<file path="config.mk">
export PLATFORM = sky130hd
export DESIGN_NAME = dma_prio_arbiter
export DESIGN_NICKNAME = d
export VERILOG_FILES = /design/src/rtl/dpa_pkg.sv /design/src/rtl/dpa_level_max.sv /design/src/rtl/dpa_fixed_pick.sv /design/src/rtl/dpa_grant_reg.sv /design/src/rtl/dma_prio_arbiter.sv
export SDC_FILE = /design/constraint.sdc
export NUM_CORES = 1
export LEC_CHECK = 0
export BUFFER_PORTS_ARGS = -buffer_cell sky130_fd_sc_hd__buf_2
export CAP_MARGIN = 20
export CORE_MARGIN = 1
export CORE_UTILIZATION = 57
export CTS_CLUSTER_SIZE = 12
export DETAILED_ROUTE_END_ITERATION = 7
export PLACE_DENSITY = 0.86
export REMOVE_ABC_BUFFERS = 1
export SLEW_MARGIN = 20
export SYNTH_ARGS = -nofsm -noshare
export SYNTH_HDL_FRONTEND = slang
export SYNTH_SLANG_ARGS = --single-unit
export TNS_END_PERCENT = 20
</file>
<file path="constraint.sdc">
create_clock -name clk -period 4.1 [get_ports clk]
set_input_delay 0.615 -clock clk [delete_from_list [all_inputs] [get_ports clk]]
set_output_delay 0.615 -clock clk [all_outputs]
set_load 0.05 [all_outputs]
</file>
<file path="src/rtl/dpa_pkg.sv">
package dpa_pkg;
  localparam int LVL_W = 2;
  typedef logic [LVL_W-1:0] lvl_t;
  typedef enum logic [LVL_W-1:0] {
    LVL_LOW   = 2'd0,
    LVL_MED   = 2'd1,
    LVL_HIGH  = 2'd2,
    LVL_VHIGH = 2'd3
  } lvl_e;
endpackage

</file>
<file path="src/rtl/dpa_level_max.sv">
module dpa_level_max
  import dpa_pkg::*;
#(
  parameter int NUM_CH = 7
) (
  input  logic [NUM_CH-1:0]       act,
  input  logic [NUM_CH*LVL_W-1:0] level,
  output lvl_t                    top_lvl
);
  // stage one: highest level present among active channels
  always_comb begin
    top_lvl = LVL_LOW;
    for (int i = 0; i < NUM_CH; i++) begin
      if (act[i] && (level[i*LVL_W +: LVL_W] > top_lvl)) begin
        top_lvl = level[i*LVL_W +: LVL_W];
      end
    end
  end
endmodule

</file>
<file path="src/rtl/dpa_fixed_pick.sv">
module dpa_fixed_pick #(
  parameter int NUM_CH = 7,
  localparam int IDX_W = (NUM_CH > 1) ? $clog2(NUM_CH) : 1
) (
  input  logic [NUM_CH-1:0] cand,
  output logic [NUM_CH-1:0] win_oh,
  output logic [IDX_W-1:0]  win_idx,
  output logic              win_any
);
  logic [NUM_CH-1:0] ahead;

  // stage two: lowest index among candidates wins
  for (genvar g = 0; g < NUM_CH; g++) begin : g_chain
    if (g == 0) begin : g_first
      assign ahead[g] = 1'b0;
    end else begin : g_rest
      assign ahead[g] = ahead[g-1] | cand[g-1];
    end
    assign win_oh[g] = cand[g] & ~ahead[g];
  end

  assign win_any = |cand;

  always_comb begin
    win_idx = '0;
    for (int i = 0; i < NUM_CH; i++) begin
      if (win_oh[i]) win_idx = win_idx | IDX_W'(i);
    end
  end
endmodule

</file>
<file path="src/rtl/dpa_grant_reg.sv">
module dpa_grant_reg #(
  parameter int NUM_CH = 7,
  localparam int IDX_W = (NUM_CH > 1) ? $clog2(NUM_CH) : 1
) (
  input  logic              clk,
  input  logic              rst_n,
  input  logic [NUM_CH-1:0] win_oh,
  input  logic [IDX_W-1:0]  win_idx,
  input  logic              win_any,
  input  logic [NUM_CH-1:0] unit_done,
  output logic [NUM_CH-1:0] grant,
  output logic [IDX_W-1:0]  grant_idx,
  output logic              grant_valid
);
  logic [NUM_CH-1:0] grant_q, grant_d;
  logic [IDX_W-1:0]  idx_q, idx_d;
  logic              vld_q, vld_d;
  logic              arb_pt;

  assign arb_pt = !vld_q || (|(grant_q & unit_done));

  always_comb begin
    grant_d = grant_q;
    idx_d   = idx_q;
    vld_d   = vld_q;
    if (arb_pt) begin
      grant_d = win_oh;
      idx_d   = win_any ? win_idx : '0;
      vld_d   = win_any;
    end
  end

  always_ff @(posedge clk or negedge rst_n) begin
    if (!rst_n) begin
      grant_q <= '0;
      idx_q   <= '0;
      vld_q   <= 1'b0;
    end else if (arb_pt) begin
      grant_q <= grant_d;
      idx_q   <= idx_d;
      vld_q   <= vld_d;
    end
  end

  assign grant       = grant_q;
  assign grant_idx   = idx_q;
  assign grant_valid = vld_q;


  hold_grant_chk: assert property (@(posedge clk) disable iff (!rst_n)
    (grant_valid && !(|(grant & unit_done))) |=> $stable(grant) && $stable(grant_idx));

  grant_onehot_chk: assert property (@(posedge clk) disable iff (!rst_n)
    grant_valid |-> ($onehot0(grant) && grant[grant_idx]));

  idle_zero_chk: assert property (@(posedge clk) disable iff (!rst_n)
    !grant_valid |-> (grant == '0 && grant_idx == '0));
endmodule

</file>
<file path="src/rtl/dma_prio_arbiter.sv">
module dma_prio_arbiter
  import dpa_pkg::*;
#(
  parameter int NUM_CH = 7,
  localparam int IDX_W = (NUM_CH > 1) ? $clog2(NUM_CH) : 1
) (
  input  logic                    clk,
  input  logic                    rst_n,
  input  logic [NUM_CH-1:0]       req,
  input  logic [NUM_CH-1:0]       en,
  input  logic [NUM_CH*LVL_W-1:0] level,
  input  logic [NUM_CH-1:0]       unit_done,
  output logic [NUM_CH-1:0]       grant,
  output logic [IDX_W-1:0]        grant_idx,
  output logic                    grant_valid
);
  logic [NUM_CH-1:0] act, cand, win_oh;
  logic [IDX_W-1:0]  win_idx;
  logic              win_any;
  lvl_t              top_lvl;

  assign act = req & en;

  dpa_level_max #(.NUM_CH(NUM_CH)) u_max (
    .act(act), .level(level), .top_lvl(top_lvl)
  );

  for (genvar g = 0; g < NUM_CH; g++) begin : g_cand
    assign cand[g] = act[g] && (level[g*LVL_W +: LVL_W] == top_lvl);
  end

  dpa_fixed_pick #(.NUM_CH(NUM_CH)) u_pick (
    .cand(cand), .win_oh(win_oh), .win_idx(win_idx), .win_any(win_any)
  );

  dpa_grant_reg #(.NUM_CH(NUM_CH)) u_reg (
    .clk(clk), .rst_n(rst_n), .win_oh(win_oh), .win_idx(win_idx),
    .win_any(win_any), .unit_done(unit_done), .grant(grant),
    .grant_idx(grant_idx), .grant_valid(grant_valid)
  );

  // the picked winner outranks every other active channel
  always_comb begin
    if (rst_n && win_any) begin
      for (int i = 0; i < NUM_CH; i++) begin
        if (act[i]) begin

          winner_level_chk: assert (level[i*LVL_W +: LVL_W] <= level[win_idx*LVL_W +: LVL_W]);

          winner_order_chk: assert ((level[i*LVL_W +: LVL_W] != level[win_idx*LVL_W +: LVL_W])
                                    || (IDX_W'(i) >= win_idx));
        end
      end
    end
  end


  grant_from_active_chk: assert property (@(posedge clk) disable iff (!rst_n)
    (grant_valid && !$stable(grant)) |-> (|($past(act) & grant)));
endmodule

</file>
==> key figures, run 1 <==
Outcome
  • Status: aborted with a tool error
  • Failed at: clock tree synthesis (4_1_cts)
  • Error that ended the run: [ERROR DPL-0038] Utilization greater than 100%, impossible to legalize

Clock network
  • Post-cts hold buffer count: 0
  • Number of H-tree branching levels: 1
  • Post_cts resized: 53
  • Post-CTS setup buffers: 24
  • Maximum clock insertion buffer count: 2
  • Number of clock buffers inserted by TritonCTS: 3
  • Number of sinks on the clock net: 11
  • Buffer cell driving the clock tree root: clkbuf_4

Synth
  • Total of flip-flops plus latches after synthesis: 11
  • Dominant cells by area after synthesis: dfrtp_1 16%, ha_1 6.7%, nand2_1 5.6%, o211ai_1 3.6%, nor2_1 2.9%
  • Synth top area share: 0.164
  • Post-synthesis xor/xnor area fraction: 0.0574
  • Cell Area, Synth: about 0.0017 mm^2
  • Combinational family with the most area after synthesis: compound AO/OA/AOI/OAI gates
  • Post-synthesis share of cell area spent on and, or, nand and nor gates: 0.268
  • Top flip-flop cell by instance count after synthesis: dfrtp_1
  • Arithmetic-cell share of the synthesized area counting full adders, half adders and majority gates: 0.0671
  • Top cell type by total area after synthesis: dfrtp_1
  • Mux cell area share after synthesis: 0.0499
  • Count of flip-flops with a built-in enable after synthesis: 0
  • Yosys Warn Count: 0
  • Sequential element share of the synthesized area: 0.164
  • Async S/R FF share, synth: 1.00
  • Count of unique library cells instantiated by Yosys: 63
  • Average cell area after synthesis: 8.44 um^2
  • Post-Synthesis Cells: 199
  • Synthesized-area fraction occupied by ao, oa, aoi and oai cells: 0.335

Placed design
  • Routability-driven placement congestion ratio: 0.888
  • Placed cell areas: 0.00241 mm^2
  • HPWL reported at the end of detailed placement: 4370 um
  • IO buf count: 47

Die
  • Horizontal die dimension: 56.3 um
  • Die height: 56.3 um
  • Rows: 19
  • Io pins: 48
  • Starting utilization of the core area: 0.604
[stage by stage]
stage	worst slack [ns]	cells	hold slack (ns)
detailed placement	-4.46	337	0.489
global placement	-4.02	337	0.488
floorplan	-4.12	191	0.319
[logic make-up after synthesis]
group	count (synthesis)
adders and majority gates	9
buffers and inverters	20
muxes	7
and+or+nand+nor	79
DFF	11
AOI/OAI and AO/OA	65
xor gates and xnor gates	8
[cell usage after synthesis (all sizes together), types with 3 or more instances]
master and instances:
a21oi 7, a22o 4, a22oi 3, a31oi 3, and2 4, and3 4, buf 5, clkbuf 3
dfrtp 11, ha 9, inv 12, mux2 5, nand2 25, nand3 11, nand4 4, nor2 13
nor2b 4, nor3 5, nor3b 3, o2111a 3, o2111ai 6, o211ai 11, o21ai 8, o31ai 3
xnor2 7
==> inputs of run 2 (changes only) <==
Settings changed: CORE_UTILIZATION 57 to 40, CTS_CLUSTER_SIZE 12 to not set, PLACE_DENSITY 0.86 to not set, PLACE_DENSITY_LB_ADDON set to 0.15.
==> run 2 against run 1 <==
Effect of this change: the flow now finishes, with violations (setup timing); area after synthesis is the same; synthesized cell count is the same.
==> key figures, run 2 <==
Outcome
  • Status: complete, but fails checks (was aborted with a tool error)
  • Violated checks: setup timing

Drt
  • Routed wire length: slightly below 6000 um
  • Number of search-and-repair iterations in the first detailed-routing pass: 4
  • DRC marker count from the first detailed-route iteration: ~90
  • DRC viols: 0
  • Ratio of routed vias to standard cells: around 5.5
  • Routed wire length per instance: between 10 and 15 um
  • Total via count in the routed design: 2,184
  • Post-detailed-route count of antenna-violating nets: 0

Synth
  • Post-Synthesis Cells: 199 (unchanged)
  • Top cell type by total area after synthesis: dfrtp_1 (unchanged)
  • Total of flip-flops plus latches after synthesis: 11 (unchanged)
  • Top flip-flop cell by instance count after synthesis: dfrtp_1 (unchanged)
  • Count of flip-flops with a built-in enable after synthesis: 0 (unchanged)
  • Cell with the most instances after synthesis: nand2_1 (unchanged)
  • Async S/R FF share, synth: 1.00 (unchanged)
  • Sequential element share of the synthesized area: 0.164 (unchanged)
  • Dominant cells by area after synthesis: dfrtp_1 16%, ha_1 6.7%, nand2_1 5.6%, o211ai_1 3.6%, nor2_1 2.9% (unchanged)
  • Commonest cells in the netlist: 25 x nand2_1, 13 x nor2_1, 12 x inv_1, 11 x dfrtp_1 (unchanged)
  • Synth top area share: 0.164 (unchanged)
  • Cell Area, Synth: 0.00168 mm^2 (unchanged)
  • Count of unique library cells instantiated by Yosys: 63 (unchanged)
  • Average cell area after synthesis: 8.44 um^2 (unchanged)
  • Yosys Warn Count: 0 (unchanged)

Global routing
  • Total congestion overflow: 0
  • Pin count of the biggest net entering global routing: 17
  • Overall fraction of global-route tracks in use: 0.266
  • First-pass GRT wire length: between 9000 and 10,000 um
  • Number of global-route vias before repair: 2,154
  • Antenna violations before repair: 0

Timing
  • Final Hold Vio Count: 0
  • PnR worst setup slack: -3.35 ns
  • Part of the cycle the worst path needs: 1.82
  • Slew at the pin with the worst max-slew slack: 0.589 ns
  • Count of endpoints failing setup in the final report: 11
  • Setup repair after global routing missed its margin: yes
  • Worst Skew: 0.00467 ns
  • Post-route worst hold slack: roughly 0.23 ns
  • Minimum period implied by the final worst setup slack: 7.45 ns
  • Maximum frequency from static timing analysis: 0.134 GHz
  • Final Max Slew Viols: 0
  • Worst rel slew slack: 0.607

Finish
  • Fill cell instance count of the final layout: around 280
  • Commonest non-fill, non-tap cells in the layout: 106 x buf_4, 44 x buf_2, 18 x nand2_1
  • Signed area change from the synthesized netlist to the final layout: 82.6%
  • Antenna diode count: 0
  • Proportion of layout cells with a drive suffix above 1: 0.625
  • Largest register FFs: 7
  • Post-layout nets: just under 400
  • Core Util, Final: 0.761
  • Non-filler instance count after layout: ~400
  • Commonest non-fill, non-tap cell in the layout: buf_4

Setup path
  • Arrival time reported for the critical path endpoint: 7.57 ns
  • Kind of end point of the critical path: flop
  • Slowest stage cell, crit path: mux2_4
  • Start-to-end type of the worst setup path: input port to flop
  • Worst Path Required: about 4.2 ns
  • Number of cell instances on the worst register-to-register path: 7
  • Most common cell on crit path: buf_4
  • Sort of element at the start of the critical path: input port
  • Worst-path fanout max: 4
  • Maximum single-stage delay on the critical path: 0.32 ns

Die
  • Horizontal die dimension: 66.8 um (was 56.3 um)
  • Io pins: 48 (unchanged)
  • Starting utilization of the core area: 0.417 (was 0.604)
  • Die area: 0.00446 mm^2
  • Placeable core area: 0.00403 mm^2
  • Rows: 23 (was 19)
  • Die height: 66.8 um (was 56.3 um)

Clock network
  • Skew-Pair Late Insertion Delay: 0.24 ns
  • Clock tree from TritonCTS: yes
  • Number of clock buffers inserted by TritonCTS: 3 (unchanged)
  • Post-cts hold buffer count: 0 (unchanged)
  • Reg clk slew, reported paths: 0.05 ns
  • Number of H-tree branching levels: 1 (unchanged)
  • Buffer cell driving the clock tree root: clkbuf_8 (was clkbuf_4)
  • Maximum clock insertion buffer count: 2 (unchanged)
  • Number of sinks on the clock net: 11 (unchanged)

Pwr
  • P_leak: around 1.5 nW
  • Pwr dens: around 380 mW/mm^2
  • Design Power: 1.15 mW
  • Peak supply drop: 0.239 mV

Placed design
  • Minimum setup slack after placement: -4.29 ns (was -4.46 ns)
  • Routability-driven placement congestion ratio: 0.804 (was 0.888)
  • Cell Count Post-Placement: 360 (was 337)
  • HPWL reported at the end of detailed placement: 3850 um (was 4370 um)
  • IO buf count: 47 (unchanged)

Min path
  • Type of the worst min-delay path: input port to asynchronous set/reset pin

Flow run
  • Maximum Capacitance Violations: 0
run 2: layout make-up:
type                    count  area, um^2  share of cell area
clock buffers               4        45.0              0.0147
inverters                  12        45.0              0.0147
repair buffers            154        1070               0.348
well taps                  50        62.6              0.0204
multi-input cells         168        1570               0.512
flip-flops and latches     11         275              0.0898
run 2: power breakdown:
part / switching (mW) / internal, mW
clock: 0.0406 / 0.0683
combinational: 0.465 / 0.405
sequential: 0.0256 / 0.150
run 2: timing repair:
item,in CTS,in global routing
endpoints found under the hold margin,0,0
endpoints found under the setup margin,11,11
setup buffers,31,4
pin swaps,42,29
gates cloned,0,0
resized for setup,50,9
run 2: final timing paths:
check                          startpoint                 end  slack [ns]
setup / recovery                   req[0]  u_reg.grant_idx[0]       -3.35
min in group clk           u_reg.grant[1]      u_reg.grant[1]        0.52
hold reg to reg            u_reg.grant[1]      u_reg.grant[1]        0.52
setup reg to reg           u_reg.grant[4]  u_reg.grant_idx[0]        2.03
hold / removal                      rst_n      u_reg.grant[4]        0.23
max in group asynchronous           rst_n      u_reg.grant[0]        3.67
run 2: per-stage QoR:
stage / area [um^2] / setup TNS (ns)
3_5_place_dp: 2460 / -45.35
2_1_floorplan: 1630 / -43.16
6_report: 3070 / -35.12
5_1_grt: 3070 / -38.89
4_1_cts: 2990 / -35.17
3_3_place_gp: 2460 / -44.03
run 2: logic make-up (layout without fill, tap and decap cells):
kind of cell	count (synthesis)	in the layout	share of synthesized area
DFF	11	11	0.164
xor gates and xnor gates	8	8	0.0574
muxes	7	7	0.0499
buffers and inverters	20	170	0.0589
and+or+nand+nor	79	79	0.268
adders and majority gates	9	9	0.0671
AOI/OAI and AO/OA	65	65	0.335
run 2: layer usage:
metal,vias up,GRT usage,part of all wire
met5,-,0,0
met1,1021,0.289,0.41
li1,1068,-,-
met2,73,0.509,0.52
met4,0,0.114,0.025
met3,22,0.0308,0.039
run 2: worst max-delay path, delay by kind of cell:
family                   cells  cell delay, ns
multiplexers                 2            0.63
buffers and inverters        9            1.11
adder cells (fa/ha/maj)      6            1.46
AO/OA/AOI/OAI               12            2.15
AND/OR/NAND/NOR             14            1.59
Power figures use the tool's default switching activity.
==> inputs of run 3 (changes only) <==
Clock period 4.1 ns to 8.4 ns, I/O delays scaled along.
==> run 3 against run 2 <==
Effect of this change: highest routed layer unchanged; non-clock buffer count is 51 lower; design area is 14% lower; sequential power is 52% lower; the run now ends clean; wire length is 18% lower; first-iteration DRC count is 48% lower; final cell count is 13% lower.
==> key figures, run 3 (synthesis gave the netlist of run 2 again) <==
Outcome
  • Status: completed (was complete, but fails checks)

Drt
  • DRC viols: 0 (unchanged)
  • Met1 wire length: 2230 um (was 2460 um)
  • DRC marker count from the first detailed-route iteration: 46 (was 88)
  • Uppermost layer routed: met4 (unchanged)
  • Number of search-and-repair iterations in the first detailed-routing pass: 4 (unchanged)
  • DR WL met2: 2450 um (was 3100 um)
  • Total via count in the routed design: 1,948 (was 2,184)
  • Ratio of routed vias to standard cells: 5.60 (was 5.47)
  • Routed wire length: 4890 um (was 5940 um)
  • Post-detailed-route count of antenna-violating nets: 0 (unchanged)
  • Total length of routed met3 wires: 174 um (was 234 um)
  • Routed wire length per instance: 14.0 um (was 14.9 um)

Clock network
  • Number of clock buffers inserted by TritonCTS: 3 (unchanged)
  • Post-cts hold buffer count: 0 (unchanged)
  • Clock tree from TritonCTS: yes (unchanged)
  • Number of H-tree branching levels: 1 (unchanged)
  • Buffer cell driving the clock tree root: clkbuf_8 (unchanged)
  • Reg clk slew, reported paths: 0.05 ns (about the same)
  • Skew-Pair Late Insertion Delay: 0.23 ns (was 0.24 ns)
  • Maximum clock insertion buffer count: 2 (unchanged)
  • Number of sinks on the clock net: 11 (unchanged)

Setup path
  • Slowest stage cell, crit path: a211oi_2 (was mux2_4)
  • Start-to-end type of the worst setup path: input port to flop (unchanged)
  • Worst setup slack for register-to-register paths: 6.50 ns (was 2.03 ns)
  • Sort of element at the start of the critical path: input port (unchanged)
  • Maximum single-stage delay on the critical path: 0.33 ns (was 0.32 ns)
  • Worst r2r src: u_reg.grant[0] (was u_reg.grant[4])
  • Crit-path leading delay family: compound AO/OA/AOI/OAI gates (unchanged)
  • Worst-path fanout max: 5 (was 4)
  • Arrival time reported for the critical path endpoint: 8.37 ns (was 7.57 ns)
  • Number of cell instances on the worst register-to-register path: 6 (was 7)
  • Worst R2R End: u_reg.grant_idx[0] (unchanged)
  • Launching instance or port of the critical path: req[0] (unchanged)
  • Kind of end point of the critical path: flop (unchanged)
  • Worst Path Buf+Inv: 2 (was 9)
  • Worst Path Required: 8.52 ns (was 4.22 ns)

Timing
  • Total negative slack: 0 ns (was -35.12 ns)
  • Count of endpoints failing setup in the final report: 0 (was 11)
  • Final Max Slew Viols: 0 (unchanged)
  • Worst rel slew slack: 0.650 (was 0.607)
  • Maximum frequency from static timing analysis: approximately 0.12 GHz
  • Final Hold Vio Count: 0 (unchanged)
  • Part of the cycle the worst path needs: 0.982
  • Setup repair after global routing missed its margin: yes (unchanged)
  • Worst Skew: 0.00161 ns (was 0.00467 ns)
  • PnR worst setup slack: 0.148 ns (was -3.35 ns)
  • Minimum period implied by the final worst setup slack: ~8.3 ns
  • Slew at the pin with the worst max-slew slack: 0.524 ns (was 0.589 ns)

Placed design
  • Placed cell areas: 0.00226 mm^2 (was 0.00246 mm^2)
  • Routability-driven placement congestion ratio: 0.802 (was 0.804)
  • HPWL reported at the end of detailed placement: 3540 um (was 3850 um)
  • Minimum setup slack after placement: -0.625 ns (was -4.29 ns)
  • IO buf count: 47 (unchanged)

Flow run
  • Maximum Capacitance Violations: 0 (unchanged)

Min path
  • Cell depth of the worst hold path: 1
  • Type of the worst min-delay path: flop to flop (was input port to asynchronous set/reset pin)
  • End point of the most critical hold path: u_reg.grant_idx[2]
  • Source of the worst hold timing path: u_reg.grant_idx[2]

Global routing
  • Pin count of the biggest net entering global routing: 17 (unchanged)
  • Total congestion overflow: 0 (unchanged)
  • Overall fraction of global-route tracks in use: 0.206 (was 0.266)
  • Number of global-route vias before repair: 1,662 (was 2,154)
  • Antenna violations before repair: 0 (unchanged)
  • First-pass GRT wire length: 7210 um (was 9190 um)

Die
  • Io pins: 48 (unchanged)
  • Rows: 23 (unchanged)
  • Starting utilization of the core area: 0.417 (unchanged)
  • Die height: 66.8 um (unchanged)
  • Placeable core area: 0.00403 mm^2 (unchanged)
  • Die area: 0.00446 mm^2 (unchanged)
  • Horizontal die dimension: 66.8 um (unchanged)

Finish
  • Post-layout nets: 345 (was 396)
  • Area of all placed cells without fillers: 0.00263 mm^2 (was 0.00307 mm^2)
  • Largest register FFs: 7 (unchanged)
  • Proportion of layout cells with a drive suffix above 1: 0.540 (was 0.625)
  • Signed area change from the synthesized netlist to the final layout: 56.7% (was 82.6%)
  • Antenna diode count: 0 (unchanged)
  • Commonest non-fill, non-tap cell in the layout: buf_4 (unchanged)
  • Commonest non-fill, non-tap cells in the layout: 53 x buf_4, 44 x buf_2, 19 x nand2_1 (was 106 x buf_4, 44 x buf_2, 18 x nand2_1)

Pwr
  • P_leak: 1.21 nW (was 1.46 nW)
  • Design Power: 0.503 mW (was 1.15 mW)
  • Pwr dens: 191 mW/mm^2 (was 377 mW/mm^2)
  • Peak supply drop: 0.0932 mV (was 0.239 mV)
run 3: changes by cell type in the layout (fill, tap and decap cells not counted), sizes merged:
| cell | before | now |
|---|---|---|
| buf | 154 | 103 |
run 3: worst max-delay path by stage:
stage	endpoint	cells after the start	slack [ns]
finish	u_reg.grant_idx[0]	38	0.15
global route	u_reg.grant_idx[1]	38	-0.22
detailed placement	u_reg.grant_idx[1]	39	-0.62
floorplan	u_reg.grant_idx[2]	36	-0.46
global placement	u_reg.grant_idx[1]	39	-0.48
CTS	u_reg.grant_idx[1]	39	0.01
run 3: timing repair:
item / CTS / global route
buffers inserted: 3 / 10
pin swaps: 11 / 31
hold endpoints to repair: 0 / 0
gates resized for setup: 8 / 41
setup endpoints to repair: 10 / 10
run 3: layout make-up:
class	instances	area (um^2)
clock buffer	4	45.0
fill	348	1400
inverter	12	45.0
multi-input combinational	168	1510
sequential	11	275
tap	50	62.6
timing repair buffer	103	698
run 3: report_power, final:
part	internal (mW)	leakage (nW)	switching (mW)
sequential	0.0730	0.143	0.0117
clock	0.0332	0.0228	0.0181
combinational	0.160	1.05	0.207
run 3: per-layer routing:
metal / global-route usage / vias to the layer above
met5: 0 / -
met2: 0.351 / 63
met1: 0.276 / 901
met4: 0.0585 / 0
met3: 0.0137 / 6
li1: - / 978
run 3: stage by stage:
| step | std cells | hold WS [ns] | util |
|---|---|---|---|
| 2_1_floorplan | 191 | 0.756 | - |
| 3_3_place_gp | 331 | 0.487 | 0.561 |
| 3_5_place_dp | 331 | 0.492 | 0.561 |
| 4_1_cts | 338 | 0.502 | 0.584 |
| 5_1_grt | 348 | 0.526 | 0.653 |
| 6_report | 348 | 0.502 | 0.653 |
run 3: worst register-to-register path, stage by stage, from the launching register on:
cell and delay (ns):
dfrtp_1 0.38, a22o_1 0.23, a221oi_1 0.19, and4_1 0.57
nor3_1 0.18, nand4bb_4 0.14, o311a_1 0.16
